`src/rtl/twi_pkg.sv`:
```
package twi_pkg;
  typedef enum logic [2:0] {
    ST_IDLE,
    ST_DEV,
    ST_DEV_ACK,
    ST_REG,
    ST_REG_ACK,
    ST_DAT,
    ST_DAT_ACK
  } twi_state_e;
endpackage

```
`src/rtl/twi_sync.sv`:
```
module twi_sync #(
  parameter int WIDTH  = 2,
  parameter int STAGES = 2
) (
  input  logic             clk_i,
  input  logic             rst_ni,
  input  logic [WIDTH-1:0] d_i,
  output logic [WIDTH-1:0] q_o
);
  logic [WIDTH-1:0] stage_q [STAGES];

  for (genvar s = 0; s < STAGES; s++) begin : g_stage
    always_ff @(posedge clk_i or negedge rst_ni) begin
      if (!rst_ni) stage_q[s] <= '1;  // idle bus reads high
      else if (s == 0) stage_q[s] <= d_i;
      else stage_q[s] <= stage_q[(s == 0) ? 0 : s-1];
    end
  end

  assign q_o = stage_q[STAGES-1];
endmodule

```
`src/rtl/twi_cond.sv`:
```
module twi_cond (
  input  logic clk_i,
  input  logic rst_ni,
  input  logic scl_s_i,
  input  logic sda_s_i,
  output logic scl_rise_o,
  output logic scl_fall_o,
  output logic start_o,
  output logic stop_o
);
  logic scl_q, sda_q;

  always_ff @(posedge clk_i or negedge rst_ni) begin
    if (!rst_ni) begin
      scl_q <= 1'b1;
      sda_q <= 1'b1;
    end else begin
      scl_q <= scl_s_i;
      sda_q <= sda_s_i;
    end
  end

  assign scl_rise_o = scl_s_i & ~scl_q;
  assign scl_fall_o = ~scl_s_i & scl_q;
  // data edge while clock held high on both samples
  assign start_o    = scl_s_i & scl_q & sda_q & ~sda_s_i;
  assign stop_o     = scl_s_i & scl_q & ~sda_q & sda_s_i;
endmodule

```
`src/rtl/twi_fsm.sv`:
```
module twi_fsm
  import twi_pkg::*;
#(
  parameter logic [6:0] DEV_ADDR = 7'h3A,
  parameter int         REG_AW   = 7,
  parameter int         DW       = 8
) (
  input  logic              clk_i,
  input  logic              rst_ni,
  input  logic              sda_s_i,
  input  logic              scl_rise_i,
  input  logic              scl_fall_i,
  input  logic              start_i,
  input  logic              stop_i,
  output twi_state_e        state_o,
  output logic              sda_oe_o,
  output logic              wr_en_o,
  output logic [REG_AW-1:0] wr_addr_o,
  output logic [DW-1:0]     wr_data_o
);
  localparam int CNT_W = $clog2(DW + 1);
  localparam logic [CNT_W-1:0] LAST_BIT = CNT_W'(DW);

  twi_state_e        state_q;
  logic [DW-1:0]     shift_q;
  logic [CNT_W-1:0]  cnt_q;
  logic [REG_AW-1:0] reg_q;
  logic [DW-1:0]     dat_q;
  logic              byte_done;

  assign byte_done = scl_fall_i && (cnt_q == LAST_BIT);

  always_ff @(posedge clk_i or negedge rst_ni) begin
    if (!rst_ni) begin
      state_q   <= ST_IDLE;
      shift_q   <= '0;
      cnt_q     <= '0;
      reg_q     <= '0;
      dat_q     <= '0;
      wr_en_o   <= 1'b0;
      wr_addr_o <= '0;
      wr_data_o <= '0;
    end else begin
      wr_en_o <= 1'b0;
      if (start_i) begin
        cnt_q   <= '0;
        state_q <= (state_q == ST_IDLE) ? ST_DEV : ST_IDLE;
      end else if (stop_i) begin
        cnt_q   <= '0;
        state_q <= ST_IDLE;
      end else begin
        unique case (state_q)
          ST_DEV, ST_REG, ST_DAT: begin
            if (scl_rise_i) begin
              shift_q <= {shift_q[DW-2:0], sda_s_i};
              cnt_q   <= cnt_q + 1'b1;
            end
            if (byte_done) begin
              cnt_q <= '0;
              if (state_q == ST_DEV)
                state_q <= (shift_q[DW-1:1] == DEV_ADDR && !shift_q[0]) ? ST_DEV_ACK : ST_IDLE;
              else if (state_q == ST_REG) begin
                reg_q   <= shift_q[REG_AW-1:0];
                state_q <= ST_REG_ACK;
              end else begin
                dat_q   <= shift_q;
                state_q <= ST_DAT_ACK;
              end
            end
          end
          ST_DEV_ACK: if (scl_fall_i) state_q <= ST_REG;
          ST_REG_ACK: if (scl_fall_i) state_q <= ST_DAT;
          ST_DAT_ACK: if (scl_fall_i) begin
            wr_en_o   <= 1'b1;
            wr_addr_o <= reg_q;
            wr_data_o <= dat_q;
            state_q   <= ST_IDLE;
          end
          default: state_q <= ST_IDLE;
        endcase
      end
    end
  end

  assign state_o  = state_q;
  assign sda_oe_o = (state_q == ST_DEV_ACK) || (state_q == ST_REG_ACK) ||
                    (state_q == ST_DAT_ACK);
endmodule

```
`src/rtl/twi_wr_slave.sv`:
```
module twi_wr_slave
  import twi_pkg::*;
#(
  parameter logic [6:0] DEV_ADDR    = 7'h3A,
  parameter int         SYNC_STAGES = 2,
  parameter int         REG_AW      = 7,
  parameter int         DW          = 8
) (
  input  logic              clk_i,
  input  logic              rst_ni,
  input  logic              scl_i,
  input  logic              sda_i,
  output logic              sda_oe_o,
  output logic              wr_en_o,
  output logic [REG_AW-1:0] wr_addr_o,
  output logic [DW-1:0]     wr_data_o
);
  logic [1:0] line_s;
  logic       scl_s, sda_s;
  logic       scl_rise, scl_fall, start_det, stop_det;
  twi_state_e state;

  twi_sync #(.WIDTH(2), .STAGES(SYNC_STAGES)) u_sync (
    .clk_i, .rst_ni, .d_i({scl_i, sda_i}), .q_o(line_s)
  );
  assign scl_s = line_s[1];
  assign sda_s = line_s[0];

  twi_cond u_cond (
    .clk_i, .rst_ni, .scl_s_i(scl_s), .sda_s_i(sda_s),
    .scl_rise_o(scl_rise), .scl_fall_o(scl_fall),
    .start_o(start_det), .stop_o(stop_det)
  );

  twi_fsm #(.DEV_ADDR(DEV_ADDR), .REG_AW(REG_AW), .DW(DW)) u_fsm (
    .clk_i, .rst_ni, .sda_s_i(sda_s),
    .scl_rise_i(scl_rise), .scl_fall_i(scl_fall),
    .start_i(start_det), .stop_i(stop_det),
    .state_o(state), .sda_oe_o, .wr_en_o, .wr_addr_o, .wr_data_o
  );
endmodule

```
`config.mk`:
```
export PLATFORM = sky130hd
export DESIGN_NAME = twi_wr_slave
export DESIGN_NICKNAME = d
export VERILOG_FILES = /design/src/rtl/twi_pkg.sv /design/src/rtl/twi_sync.sv /design/src/rtl/twi_cond.sv /design/src/rtl/twi_fsm.sv /design/src/rtl/twi_wr_slave.sv
export SDC_FILE = /design/constraint.sdc
export NUM_CORES = 1
export LEC_CHECK = 0
export BUFFER_PORTS_ARGS = -buffer_cell sky130_fd_sc_hd__buf_2
export CAP_MARGIN = 20
export CORE_MARGIN = 4
export CORE_UTILIZATION = 25
export CTS_CLUSTER_SIZE = 20
export DETAILED_ROUTE_END_ITERATION = 12
export RECOVER_POWER = 50
export SYNTH_ARGS = -nofsm -noshare
export SYNTH_HDL_FRONTEND = slang
export SYNTH_SLANG_ARGS = --single-unit
```
`constraint.sdc`:
```
create_clock -name clk_i -period 4.65 [get_ports clk_i]
set_input_delay 0.93 -clock clk_i [delete_from_list [all_inputs] [get_ports clk_i]]
set_output_delay 0.93 -clock clk_i [all_outputs]
set_load 0.005 [all_outputs]
```
==> results.md <==
- Pre-antenna DRT Iters: 4
- Power share of the clock group: 0.293
- GPL Wtd Cong: 0.7440
- CTS Root Cell: clkbuf_8
- # DRC: 0
- Detailed-placement wirelength estimate: 2465 µm
- Dpl ws: 2642 ps
- Critical path capture point type: asynchronous set/reset pin
- Sequential area share after synthesis: 0.6015
- Gr ovfl total: 0
- Worst Hold Launch: u_sync.stage_q[3]$_DFF_PN1_
- Fmax: 0.3498 GHz
- H-tree depth: 2
- Main synth FF type: dfrtp_1
- Synth warnings: 0
- Comb pwr share: 0.096
- Buf/Inv on CP: 2
- TritonCTS clock tree: done
- Commonest cells after routing, fill and taps aside: 46 x dfrtp_1, 23 x mux2_2, 19 x buf_2
- Starting DRT DRC Count: 26
- Global-route wire length before repair: 5871 µm
- Hold path endpoint: u_sync.q_o[1]$_DFF_PN1_
- Filler cell count: 889
- Worst-Margin Slew: 1632 ps
- Overall routing resource usage: 0.07440
- Cts hold-fix bufs: 0
- Post-Synthesis Cells: 146
- Worst-skew pair later-pin latency: 310 ps
- Maxcap violations: 1
- Drt wl/cell: 12.68 µm
- Critical path peak fanout: 32
- Setup tns final: 0 ps
- Min-Delay Path Class: register to register
- Die Wd: 101.3 µm
- R2R Path Start: u_cond.scl_q$_DFF_PN1_
- Reg clk slew, reported paths: 90 ps
- Post-Syn Area per Cell: 14.90 µm²
- N_diodes: 0
- EDFF count, synth: 0
- Failing checks: capacitance limit, slew limit
- Clk sinks: 52
- Slew margin rel.: -0.08830
- Min Tclk post-route: 2859 ps
- Critical Path Source Type: primary input
- RSZ-0062 raised after global routing: false
- Synth top area cells: dfrtp_1 53%, mux2_2 12%, mux2_4 10%
- Largest net degree at the start of global routing: 33
- Initial Util: 0.2609
- Post-synthesis cell area: 2176 µm²
- Area of the multi-input gates: 825.8 µm²
- Detailed Route WL: 3513 µm
- Critical-path top delay cell: clkbuf_1
- Worst path max stage delay: 1250 ps
- Total I/O pin count: 21
- Top Family by Delay on Critical Path: buffers and inverters
- FF/Latch Area: 1309 µm²
- Worst reg2reg path depth: 5
- Final setup vio count: 0
- Synth area leader: dfrtp_1
- Power Dens Cells: 358.5 nW/µm²
- Post-CTS Setup Bufs: 0
- Vias in the first global route: 1201
- Most common cell after layout, fill and taps aside: dfrtp_1
- Core region area: 8341 µm²
- Slew Viols, Final: 33
- #FFs+latches synth: 52
- Final Cycle Share: 0.6148
- P_sw: 0.0002405 W
- Worst-path cell chain: clkbuf_1, clkbuf_1
- Critical path class: primary input to asynchronous set/reset pin
- Reg-to-Reg End: u_fsm.wr_addr_o[5]$_DFFE_PN0P_
- R2R setup slack: 2440 ps
- WP data required: 4780 ps
- Syn Nets: 152
- CTS max path bufs: 2
- Final Worst Setup Slack: 1791 ps
- Top cell type's share of synthesized area: 0.5290
- Share of power burned in registers: 0.611
- FP Rows: 33
- Synth unique cells: 36
- Setup Skew: 6.936 ps
- Net count of the finished layout: 177
- Run status: complete, but fails checks
- Switching share of total power: 0.2718
- Fraction of synthesis flops using an asynchronous set or reset pin: 1.000
- Die ar.: 10260 µm²
- Cts bufs inserted: 5
- PortBufs: 20
- Final hold vios: 0
- WP data arrival: 2990 ps
- Via density: 4.217
- Antenna viol nets, final: 0
- Area Growth Syn to Fin: 13.46%
- Vias: 1168
- Share of layout cells above drive strength 1: 0.4244
- Peak supply drop: 128.9 µV
- Hold Path Stages: 0
- Static leakage: 1.249 nW
- Cell Int Power: 0.0006445 W
- PostCTS Resize Cnt: 0
- CP most frequent cell: clkbuf_1
- Initial antenna violation count: 0
- Vert. Die Dim: 101.3 µm
## cells in the mapped netlist, types with 2 or more instances
library cell  number
a21oi_1            3
buf_6              2
dfrtp_1           46
dfstp_2            6
ha_1               2
inv_1              2
mux2_2            23
mux2_4            15
nand2_1            7
nand3_1            5
nor2_1             3
nor2b_1            4
o21ai_0            3
or3b_1             2
xor2_1             2
## kinds of logic (layout without fill, tap and decap cells)
| group | count (synthesis) | count (layout) | share of synthesized area |
|---|---|---|---|
| muxes | 39 | 39 | 0.2271 |
| AOI/OAI and AO/OA | 14 | 14 | 0.04543 |
| buffers and inverters | 6 | 32 | 0.01898 |
| and+or+nand+nor | 31 | 31 | 0.08741 |
| adders and majority gates | 2 | 2 | 0.01150 |
| DFF | 52 | 52 | 0.6015 |
| xor gates and xnor gates | 2 | 2 | 0.008052 |
## registers in the layout (all words and copies together), names as in the netlist
register / count
u_fsm.dat_q: 8
u_fsm.shift_q: 8
u_fsm.wr_data_o: 8
u_fsm.reg_q: 7
u_fsm.wr_addr_o: 7
u_fsm.cnt_q: 4
u_fsm.state_o: 3
u_sync.q_o: 2
u_sync.stage_q: 2
u_cond.scl_q: 1
u_cond.sda_q: 1
u_fsm.wr_en_o: 1
## power by group through the flow
stage	Combinational [W]	Clock, W	Sequential (W)
detailed placement	0.0000875	0	0.000551
global route	0.0000969	0.000290	0.000549
floorplan	0.0000661	0	0.000533
finish	0.0000845	0.000260	0.000541
CTS	0.0000879	0.000275	0.000542
global placement	0.0000839	0	0.000551
## routing by layer
layer	wire length [µm]	part of all wire	global-route usage	up-vias
met1	1655	0.47	0.09557	570
met4	70	0.020	0.03681	0
met5	0	0	0	-
met2	1598	0.45	0.1132	23
li1	-	-	-	568
met3	189	0.054	0.02342	7
## layout make-up
| cell class | instances | share of cell area |
|---|---|---|
| Inverter | 2 | 0.003041 |
| Clock buffer | 6 | 0.02940 |
| Timing Repair Buffer | 22 | 0.04308 |
| Tap cell | 105 | 0.05322 |
| Clock inverter | 2 | 0.006589 |
| Sequential cell | 52 | 0.5302 |
| Multi-Input combinational cell | 88 | 0.3345 |
## per-stage QoR
step                total power [W]  instance area [µm²]  utilization  instances  hold slack (ps)
global route              0.0009360                 2469       0.2960        277            375.2
detailed placement        0.0006383                 2389       0.2864        269            347.5
global placement          0.0006347                 2389       0.2864        269            346.4
CTS                       0.0009048                 2477       0.2970        277            361.3
floorplan                 0.0005989                 2176            -        146            345.2
finish                    0.0008849                 2469       0.2960        277            365.2
## worst max-delay path by stage
stage	from	to	slack, ps	cells after the start
2_1_floorplan	u_fsm.state_o[2]$_DFFE_PN0P_	sda_oe_o	2790	3
3_3_place_gp	u_fsm.state_o[1]$_DFFE_PN0P_	sda_oe_o	2660	3
3_5_place_dp	u_cond.scl_q$_DFF_PN1_	u_fsm.dat_q[4]$_DFFE_PN0P_	2640	4
4_1_cts	u_fsm.state_o[1]$_DFFE_PN0P_	sda_oe_o	2300	3
5_1_grt	rst_ni	u_fsm.reg_q[6]$_DFFE_PN0P_	1210	2
6_report	rst_ni	u_fsm.shift_q[6]$_DFFE_PN0P_	1790	2
No activity file was read; power rests on OpenSTA's default activity.
